<file path="src/rtl/pdma_pkg.sv">
package pdma_pkg;

    typedef enum logic [1:0] {
        CMD_NOP     = 2'b00,
        CMD_ARM     = 2'b01,
        CMD_DISARM  = 2'b10,
        CMD_RSVD    = 2'b11
    } host_cmd_e;

    typedef enum logic {
        SEQ_IDLE = 1'b0,
        SEQ_MOVE = 1'b1
    } seq_state_e;

    // Per-cycle strobe information from the rotator to the sequencer.
    typedef struct packed {
        logic fire;
        logic stalled;
    } xfer_step_t;

    // Width of an index able to hold values 0..n-1 (at least one bit).
    function automatic int unsigned idx_width(input int unsigned n);
        return (n > 1) ? $clog2(n) : 1;
    endfunction

endpackage

</file>
<file path="src/rtl/pdma_host_ctrl.sv">
module pdma_host_ctrl
    import pdma_pkg::*;
(
    input  logic       clk,
    input  logic       rst,
    input  logic       cmd_valid,
    input  logic [1:0] cmd_code,
    input  logic       start,
    input  logic       busy,
    input  logic       half_full,
    output logic       armed,
    output logic       start_ok,
    output logic       irq
);

    host_cmd_e cmd;
    logic      armed_q;
    logic      hf_q;
    logic      irq_q;

    assign cmd = host_cmd_e'(cmd_code);

    always_ff @(posedge clk) begin
        if (rst) begin
            armed_q <= 1'b0;
        end else if (cmd_valid) begin
            case (cmd)
                CMD_ARM:    armed_q <= 1'b1;
                CMD_DISARM: armed_q <= 1'b0;
                default:    armed_q <= armed_q;
            endcase
        end
    end

    // Edge detector on the half-full flag gives a single request per rise.
    always_ff @(posedge clk) begin
        if (rst) begin
            hf_q  <= 1'b0;
            irq_q <= 1'b0;
        end else begin
            hf_q  <= half_full;
            irq_q <= half_full & ~hf_q;
        end
    end

    assign armed    = armed_q;
    assign start_ok = start & armed_q & ~busy;
    assign irq      = irq_q;

endmodule

</file>
<file path="src/rtl/pdma_rotator.sv">
module pdma_rotator
    import pdma_pkg::*;
#(
    parameter int NUM_SRC = 4,
    parameter int DATA_W  = 8
) (
    input  logic                      clk,
    input  logic                      rst,
    input  logic                      restart,
    input  logic                      active,
    input  logic [NUM_SRC-1:0]        fifo_empty,
    input  logic [NUM_SRC*DATA_W-1:0] fifo_data,
    output logic [NUM_SRC-1:0]        fifo_rd,
    output logic                      flash_we,
    output logic [DATA_W-1:0]         flash_io,
    output xfer_step_t                step
);

    localparam int SEL_W = idx_width(NUM_SRC);
    localparam logic [SEL_W-1:0] SEL_LAST = SEL_W'(NUM_SRC - 1);

    logic [SEL_W-1:0]  sel_q;
    logic              head_ready;
    logic              fire;
    logic [DATA_W-1:0] head_byte;

    always_comb begin
        head_ready = ~fifo_empty[sel_q];
        head_byte  = fifo_data[sel_q*DATA_W +: DATA_W];
    end

    assign fire = active & head_ready;

    // One read strobe per FIFO, each qualified by the shared fire signal.
    for (genvar g = 0; g < NUM_SRC; g++) begin : g_rd
        assign fifo_rd[g] = fire & (sel_q == SEL_W'(g));
    end

    assign flash_we = fire;
    assign flash_io = fire ? head_byte : '0;

    always_ff @(posedge clk) begin
        if (rst || restart) begin
            sel_q <= '0;
        end else if (fire) begin
            sel_q <= (sel_q == SEL_LAST) ? '0 : sel_q + 1'b1;
        end
    end

    assign step.fire    = fire;
    assign step.stalled = active & ~head_ready;

endmodule

</file>
<file path="src/rtl/pdma_page_seq.sv">
module pdma_page_seq
    import pdma_pkg::*;
#(
    parameter int PAGE_BYTES    = 2048,
    parameter int PAGES_PER_IRQ = 8
) (
    input  logic       clk,
    input  logic       rst,
    input  logic       start_ok,
    input  xfer_step_t step,
    input  logic       batch_clear,
    output logic       busy,
    output logic       done,
    output logic       batch_done
);

    localparam int CNT_W   = idx_width(PAGE_BYTES);
    localparam int BATCH_W = idx_width(PAGES_PER_IRQ);
    localparam logic [CNT_W-1:0]   CNT_LAST   = CNT_W'(PAGE_BYTES - 1);
    localparam logic [BATCH_W-1:0] BATCH_LAST = BATCH_W'(PAGES_PER_IRQ - 1);

    seq_state_e         state_q;
    logic [CNT_W-1:0]   cnt_q;
    logic [BATCH_W-1:0] batch_q;
    logic               done_q;
    logic               batch_done_q;
    logic               last_byte;

    assign last_byte = (state_q == SEQ_MOVE) & step.fire & (cnt_q == CNT_LAST);

    always_ff @(posedge clk) begin
        if (rst) begin
            state_q <= SEQ_IDLE;
            cnt_q   <= '0;
            done_q  <= 1'b0;
        end else begin
            done_q <= 1'b0;
            case (state_q)
                SEQ_IDLE: begin
                    if (start_ok) begin
                        state_q <= SEQ_MOVE;
                        cnt_q   <= '0;
                    end
                end
                SEQ_MOVE: begin
                    if (last_byte) begin
                        state_q <= SEQ_IDLE;
                        cnt_q   <= '0;
                        done_q  <= 1'b1;
                    end else if (step.fire) begin
                        cnt_q <= cnt_q + 1'b1;
                    end
                end
                default: state_q <= SEQ_IDLE;
            endcase
        end
    end

    // Pages finished within the current interrupt batch.
    always_ff @(posedge clk) begin
        if (rst) begin
            batch_q      <= '0;
            batch_done_q <= 1'b0;
        end else begin
            batch_done_q <= last_byte & (batch_q == BATCH_LAST);
            if (batch_clear) begin
                batch_q <= '0;
            end else if (last_byte) begin
                batch_q <= (batch_q == BATCH_LAST) ? '0 : batch_q + 1'b1;
            end
        end
    end

    assign busy       = (state_q == SEQ_MOVE);
    assign done       = done_q;
    assign batch_done = batch_done_q;

endmodule

</file>
<file path="src/rtl/rr_page_mover.sv">
module rr_page_mover
    import pdma_pkg::*;
#(
    parameter int NUM_SRC       = 4,
    parameter int DATA_W        = 8,
    parameter int PAGE_BYTES    = 2048,
    parameter int PAGES_PER_IRQ = 8
) (
    input  logic                      clk,
    input  logic                      rst,
    input  logic                      cmd_valid,
    input  logic [1:0]                cmd_code,
    input  logic                      start,
    input  logic [NUM_SRC-1:0]        fifo_empty,
    input  logic [NUM_SRC*DATA_W-1:0] fifo_data,
    input  logic                      fifo_half_full,
    output logic [NUM_SRC-1:0]        fifo_rd,
    output logic                      flash_we,
    output logic [DATA_W-1:0]         flash_io,
    output logic                      dma_en,
    output logic                      busy,
    output logic                      done,
    output logic                      batch_done,
    output logic                      irq
);

    logic       start_ok;
    logic       busy_w;
    logic       irq_w;
    xfer_step_t step;

    pdma_host_ctrl u_host (
        .clk       (clk),
        .rst       (rst),
        .cmd_valid (cmd_valid),
        .cmd_code  (cmd_code),
        .start     (start),
        .busy      (busy_w),
        .half_full (fifo_half_full),
        .armed     (dma_en),
        .start_ok  (start_ok),
        .irq       (irq_w)
    );

    pdma_rotator #(
        .NUM_SRC (NUM_SRC),
        .DATA_W  (DATA_W)
    ) u_rot (
        .clk        (clk),
        .rst        (rst),
        .restart    (start_ok),
        .active     (busy_w),
        .fifo_empty (fifo_empty),
        .fifo_data  (fifo_data),
        .fifo_rd    (fifo_rd),
        .flash_we   (flash_we),
        .flash_io   (flash_io),
        .step       (step)
    );

    pdma_page_seq #(
        .PAGE_BYTES    (PAGE_BYTES),
        .PAGES_PER_IRQ (PAGES_PER_IRQ)
    ) u_seq (
        .clk         (clk),
        .rst         (rst),
        .start_ok    (start_ok),
        .step        (step),
        .batch_clear (irq_w),
        .busy        (busy_w),
        .done        (done),
        .batch_done  (batch_done)
    );

    assign busy = busy_w;
    assign irq  = irq_w;

endmodule

</file>
<file path="config.mk">
export PLATFORM = sky130hd
export DESIGN_NAME = rr_page_mover
export DESIGN_NICKNAME = d
export VERILOG_FILES = /design/src/rtl/pdma_pkg.sv /design/src/rtl/pdma_host_ctrl.sv /design/src/rtl/pdma_rotator.sv /design/src/rtl/pdma_page_seq.sv /design/src/rtl/rr_page_mover.sv
export SDC_FILE = /design/constraint.sdc
export NUM_CORES = 1
export LEC_CHECK = 0
export BUFFER_PORTS_ARGS = -buffer_cell sky130_fd_sc_hd__buf_2
export CORE_MARGIN = 2
export CORE_UTILIZATION = 45
export DETAILED_ROUTE_END_ITERATION = 12
export HOLD_SLACK_MARGIN = 0.05
export PLACE_DENSITY = 0.86
export SYNTH_ARGS = -nofsm -noshare
export SYNTH_HDL_FRONTEND = slang
export SYNTH_SLANG_ARGS = --single-unit
</file>
<file path="constraint.sdc">
create_clock -name clk -period 5.1 [get_ports clk]
set_input_delay 1.02 -clock clk [delete_from_list [all_inputs] [get_ports clk]]
set_output_delay 1.02 -clock clk [all_outputs]
set_load 0.02 [all_outputs]
</file>
After elaboration in Yosys (flattened, before gate mapping)
Cells that the tools add are included.
Operators by class
  multiplexer cells: 14
  order comparisons: 1
  shifts and indexed selects: 1
  div/mod/pow operators: 0
  bitwise logic cells: 14
  equal/unequal tests: 9
  add/subtract/negate cells: 3
  reduce and logical (&&, ||, !) cells: 7
  multipliers: 0
Operator list (number)
  two-way mux 11 bit: 3
  indexed part select 32 x 6 -> 8 bit: 1
  case mux 11 bit (2 select lines): 1
  adder 11 x 1 -> 11 bit, second input constant: 1
  bitwise AND 1 bit: 11
  equality test 11 bit, second input constant: 1
  two-way mux 8 bit: 1
  equality test 2 bit, second input constant: 3
  equality test 2 x 1 -> 1 bit, second input constant: 2
  two-way mux 1 bit: 4
  case mux 1 bit (2 select lines): 2
  AND reduction 2 bit: 2
  OR reduction 2 bit: 2
  adder 3 x 1 -> 3 bit, second input constant: 1
  equality test 3 bit, second input constant: 1
  less-than comparator 2 x 3 -> 1 bit, second input constant: 1
  two-way mux 3 bit: 1
  != test 3 bit, second input constant: 1
  inverter 1 bit: 3
  adder 2 x 1 -> 2 bit, second input constant: 1
  binary-select mux 1 bit (select 2 bit): 1
  logical NOT 2 bit: 1
  two-way mux 2 bit: 1
  != test 2 x 1 -> 1 bit, second input constant: 1
  other kinds (2): 2
Word-level totals
  latch bits: 0
  bits of input ports: 43
  logic and storage cells: 58
  memory bits (read-only): 0
  bits in writable memories: 0
  register bits: 22
  memories: 0
  output and inout bits: 18

Depth between registers and ports, before layout
  depth after elaboration: 8
  depth in mapped cells: 6
  mapped depth without buffers: 5

Modules after synthesis
From an unflattened synthesis, not the netlist that was laid out.
Unflattened totals
  cells, all modules: 140
  area total of the unflattened synthesis: 1376.3 µm²
Modules (own cells, without submodules)
  pdma_page_seq: instances 1, area an instance 760.7 µm², seq. area each 340.3 µm², cells an instance 79
  pdma_rotator: instances 1, area an instance 488.0 µm², seq. area each 40.0 µm², cells an instance 49
  pdma_host_ctrl: instances 1, area an instance 127.6 µm², seq. area each 60.1 µm², cells an instance 12

Least setup slack after synthesis
OpenSTA, ideal clock, no wires.
  path kind: input to output
  start point: input fifo_empty[0]
  end point: output flash_io[0]
  data required time: 4.080 ns
  slack: 1.869 ns
  buffers on the path: 1
  cell stages on the path: 5
  arrival: 2.211 ns
  cells stage by stage: mux2_4 > o22a_1 > inv_1 > clkbuf_1 > and2_1
Between the ends
  longest elaborated chain between the ends: 5
Ends and longest elaborated chain
  start: declaration: RTL line rr_page_mover.sv:14  | input logic [NUM_SRC-1:0] fifo_empty,
  binary-select mux 1 bit (select 2 bit): RTL line pdma_rotator.sv:28  | head_ready = ~fifo_empty[sel_q];
  two-way mux 1 bit (implied by the code): RTL line pdma_rotator.sv:28
  inverter 1 bit: RTL line pdma_rotator.sv:28
  bitwise AND 1 bit: RTL line pdma_rotator.sv:32  | assign fire = active & head_ready;
  via flash_we: RTL line rr_page_mover.sv:18  | output logic flash_we,
  two-way mux 8 bit: RTL line pdma_rotator.sv:40  | assign flash_io = fire ? head_byte : '0;
  end: declaration: RTL line rr_page_mover.sv:19  | output logic [DATA_W-1:0] flash_io,
The timed path passes the listed nets, and every way through them passes these cells. The select of a mux whose other input is x is not followed.

Worst setup path after layout
  start point: register u_rot.sel_q[0]
  end point: output fifo_rd[3]
Between the ends
  longest elaborated chain between the ends: 5
  elaborated cells between the ends (all ways): 6
  classes of those cells: eq/ne: 1; mux: 2; bitwise: 3
Ends and longest elaborated chain
  start: declaration: RTL line pdma_rotator.sv:22  | logic [SEL_W-1:0] sel_q;
  start signal: assignment: RTL line pdma_rotator.sv:46  | sel_q <= (sel_q == SEL_LAST) ? '0 : sel_q + 1'b1;
  binary-select mux 1 bit (select 2 bit): RTL line pdma_rotator.sv:28
  two-way mux 1 bit (implied by the code): RTL line pdma_rotator.sv:28
  inverter 1 bit: RTL line pdma_rotator.sv:28
  bitwise AND 1 bit: RTL line pdma_rotator.sv:32
  bitwise AND 1 bit *: RTL line pdma_rotator.sv:36  | assign fifo_rd[g] = fire & (sel_q == SEL_W'(g));
  end: declaration: RTL line rr_page_mover.sv:17  | output logic [NUM_SRC-1:0] fifo_rd,
Mark *: on every way between the ends. The rest lies on a longest branch, timed or not. The select of a mux whose other input is x is not followed.

==> results.env <==
CLOCKPOWERSHARE_PCT=37.1
WORST_PIN_SLEW_NS=0.703
STD_CELL_ROWS=20
PLACE_WORST_SETUP_SLACK_NS=1.39
DIE_H_UM=60.7
CLOCK_TREE.ROOT_CELL='sky130_fd_sc_hd__clkbuf_4'
RELSLEWSLACK_PCT=53.1
CTS.HOLD.BUFFERS_ADDED=0
PERIOD_MINUS_SLACK_NS=3.90
LEAKAGEPOWER_nW=0.768
NETLIST-CELL-TYPE-COUNT=41
SYNTH_AREA_PER_CELL_UM2=9.41
TIMING.CRITICAL_PATH.FANOUT_MAX=22
SYNTH_TOP_FLOP_CELL='sky130_fd_sc_hd__dfxtp_1'
HOLD_PATH_CLASS='reg2reg'
DR.PASS1.ITERS=4
SYNTH_COMPOUND_AREA_SHARE_PCT=15.9
FP.DIEW_UM=60.7
CLK-INSERTION-DELAY-LATE_NS=0.31
POST_SYNTH_INSTANCE_AREA_MM2=0.00145
CTS-BUFFERS-INSERTED=3
CRITICAL_PATH_REQUIRED_NS=4.08
ADDER_CELL_SHARE_OF_THE_SYNTHESIZED_AREA_PCT=6.91
CLK_TRANSITION_REPORTED_PATHS_NS=0.12
IO_PINS=61
GRT_MAX_DEGREE=27
SYNTHESIZED_AREA_FRACTION_OCCUPIED_BY_AND_OR_NAND_NOR_CELLS_PCT=27.5
RATIO_OF_CELLS_WITH_DRIVE_ABOVE_1_IN_THE_FINAL_LAYOUT_PCT=35.3
GRT_USAGE_PCT=18.6
DIODES_INSERTED=0
SYNTH_TOP_FAMILY_BY_AREA='simple AND/OR/NAND/NOR gates'
P_SW_uW=83.0
CTS_NUM_SINKS=22
LAYOUT_WORST_PATH_CYCLE_SHARE_PCT=76.5
CRIT_PATH_MAX_CELL_DELAY_NS=0.80
POST_CTS_BUFFERS=0
GRT_OVERFLOW_TOTAL=0
CTS-RESIZED-GATES=0
REPORT.FINAL.SLEW_VIOL_COUNT=0
POST_SYNTH_MUX_AREA_SHARE_PCT=14.5
SYN2LAYOUT_AREA_GROWTH_PCT=24.6
CTS_MAX_LEVEL=1
FINAL-SETUP-VIOL-COUNT=0
DIE_AREA_MM2=0.00369
WORSTSETUPSTARTPOINTTYPE='flop'
DETAILEDPLACEMENTHPWL_UM=2560
CRITICAL_PATH.SLOWEST_CELL='sky130_fd_sc_hd__dfxtp_1'
PEAKVDDDROP_uV=112
DRT-VIAS-PER-INSTANCE=5.60
SYNTH_SEQ_AREA_SHARE_PCT=30.4
RUN_STATUS='finished, final reports clean'
ROUTABILITY_DRIVEN_PLACEMENT_CONGESTION_RATIO=0.868
RSZ0062_AT_GRT='false'
INITIAL_UTILIZATION_PCT=47.5
YS_FF_LATCH=22
FP.COREAREA_MM2=0.00305
MAX_FREQ_MHz=256
SYNTH_ENABLE_FLOP_CELLS=0
LAYOUT_SETUP_WS_NS=1.20
NET_SW_SHARE_PCT=22.8
WORST_SETUP_PATH_END_KIND='output pin'
MAXIMUM_CAPACITANCE_VIOLATIONS=0
FIRST_GLOBAL_VIAS=1218
CLOCK_TREE_FROM_TRITONCTS='yes'
SYNTH_XOR_XNOR_AREA_SHARE_PCT=0
POST_SYNTH_ARST_SHARE_PCT=0
NUMBER_OF_ENDPOINTS_WITH_NEGATIVE_HOLD_SLACK_IN_THE_FINAL_REPORT=0
CELLINTERNALPOWER_uW=281
VIAS=1406
CRIT_PATH_CELL_TRACE='mux2_2, o22a_1, inv_1, and2_1, buf_2'
POSTSYNTHNETCOUNT=205
NETS=259
SETUP_TNS_NS=0
CRITICAL_PATH_ARRIVAL_NS=2.88
GRT_ANTENNA_BEFORE_REPAIR=0
DETAIL_ROUTE.DRC_VIOLATIONS=0
STARTING_DRC_COUNT_IN_DETAILED_ROUTING=74
POWER_DENSITY_mW_PER_MM2=201
SYN-INSTANCE-COUNT=154
MAX-CLOCK-PATH-BUFFERS=2
SEQ_POWER_SHARE_PCT=49.1
ANT_NETS=0
POWER_FRAC_COMB_PCT=13.8
NUMBER_OF_BUFFERS_INSERTED_BY_PORT_BUFFERING=60
SYNTH.YOSYS.WARNINGS=0
ROUTED_WIRE_LENGTH_PER_INSTANCE_UM=13.4
TIMING.SETUP.CRITICAL_PATH_CLASS='reg2out'
SETUP_SKEW_AFTER_LAYOUT_NS=0.00241
DRT_WL_TOTAL_UM=3360
GRT_PASS1_WL_UM=5250
==> power by group through the flow <==
stage	logic [mW]	registers [mW]	clock network [mW]
final	0.0503	0.179	0.135
after global routing	0.0552	0.179	0.142
after CTS	0.0508	0.179	0.136
after detailed placement	0.0506	0.182	0
after global placement	0.0484	0.182	0
after floorplan	0.0287	0.182	0
==> cells in the mapped netlist (2+ instances only) <==
master                      n  area (um2)
sky130_fd_sc_hd__o21ai_0    6        30.0
sky130_fd_sc_hd__ha_1       8         100
sky130_fd_sc_hd__a211oi_1   4        30.0
sky130_fd_sc_hd__nand4b_1   5        43.8
sky130_fd_sc_hd__a31oi_1    4        25.0
sky130_fd_sc_hd__nor2b_1    4        25.0
sky130_fd_sc_hd__o31ai_1    2        15.0
sky130_fd_sc_hd__inv_1      5        18.8
sky130_fd_sc_hd__mux4_2     7         158
sky130_fd_sc_hd__a21oi_1    6        30.0
sky130_fd_sc_hd__clkbuf_1   7        26.3
sky130_fd_sc_hd__or3_1      3        18.8
sky130_fd_sc_hd__o211ai_1   2        15.0
sky130_fd_sc_hd__nand2b_1   5        31.3
sky130_fd_sc_hd__a311oi_1   3        26.3
sky130_fd_sc_hd__nor2_1     2        7.51
sky130_fd_sc_hd__nand3b_1   2        15.0
sky130_fd_sc_hd__and4_1     3        26.3
sky130_fd_sc_hd__dfxtp_1   22         440
sky130_fd_sc_hd__or4_1      2        15.0
sky130_fd_sc_hd__and2_1    13        81.3
sky130_fd_sc_hd__nand4_1    3        18.8
sky130_fd_sc_hd__nand2_1    8        30.0
sky130_fd_sc_hd__and3_1     4        25.0
sky130_fd_sc_hd__nand3_1    7        35.0
sky130_fd_sc_hd__or4b_1     2        20.0
==> cell type report <==
type,count,area [um2]
clock inverter,1,30.0
clock buffer,3,22.5
timing repair buffer,60,300
tap,44,55.1
sequential,22,440
fill,285,1250
multi-input combinational,116,938
inverter,5,18.8
==> cell families after synthesis <==
kind of cell | count (synthesis)
buffers and inverters | 16
multiplexers | 10
flip-flops | 22
adder cells (fa/ha/maj) | 8
AND/OR/NAND/NOR | 64
AO/OA/AOI/OAI | 34
==> routing by layer <==
layer | share of wire, % | global-route usage (%) | vias up
met5 | 0 | 0 | -
met4 | 0.74 | 3.73 | 0
met3 | 9.7 | 3.41 | 2
met2 | 49 | 36.1 | 70
met1 | 40 | 20.9 | 636
li1 | - | - | 698
==> per-stage QoR <==
step | power (mW) | util (%) | instance area (um2) | cells | hold WS (ns)
final | 0.364 | 59.1 | 1810 | 251 | 0.389
after global routing | 0.377 | 59.1 | 1810 | 251 | 0.403
after CTS | 0.365 | 59.1 | 1810 | 251 | 0.392
after detailed placement | 0.233 | 57.4 | 1750 | 247 | 0.374
after global placement | 0.231 | 57.4 | 1750 | 247 | 0.369
after floorplan | 0.211 | - | 1450 | 154 | 0.367
==> flip-flops by register name, summed over array words and instances, names as in the netlist <==
signal	cells
u_host.irq	1
u_seq.done	1
u_rot.sel_q	2
u_host.hf_q	1
u_seq.batch_q	3
u_seq.cnt_q	11
u_host.armed	1
u_seq.batch_done	1
u_seq.busy	1
==> critical path: cells and delay by family, from the launching register on <==
kind	cells	cell delay, ns
flops	1	0.80
mux	1	0.30
buf+inv	2	0.61
compound gates	1	0.56
simple gates	1	0.29
==> layout by cell type (no fill, tap or decap), types with 5 or more instances in the layout <==
cell type                  count
sky130_fd_sc_hd__nand3_1       7
sky130_fd_sc_hd__and2_1       13
sky130_fd_sc_hd__nand2b_1      5
sky130_fd_sc_hd__nand2_1       8
sky130_fd_sc_hd__buf_2        60
sky130_fd_sc_hd__a21oi_1       6
sky130_fd_sc_hd__inv_1         5
sky130_fd_sc_hd__mux4_2        7
sky130_fd_sc_hd__dfxtp_1      22
sky130_fd_sc_hd__nand4b_1      5
sky130_fd_sc_hd__ha_1          8
sky130_fd_sc_hd__o21ai_0       6
==> final timing paths <==
check / from / to / slack [ns] / cells past startpoint
worst max register to register: u_rot.sel_q[0] / u_seq.cnt_q[5] / 2.35 / 5
worst min register to register: u_host.hf_q / u_host.irq / 0.39 / 1
worst min-delay path: u_host.hf_q / u_host.irq / 0.39 / 1
worst max-delay path: u_rot.sel_q[0] / fifo_rd[3] / 1.20 / 5
No activity file was read; power rests on OpenSTA's default activity.
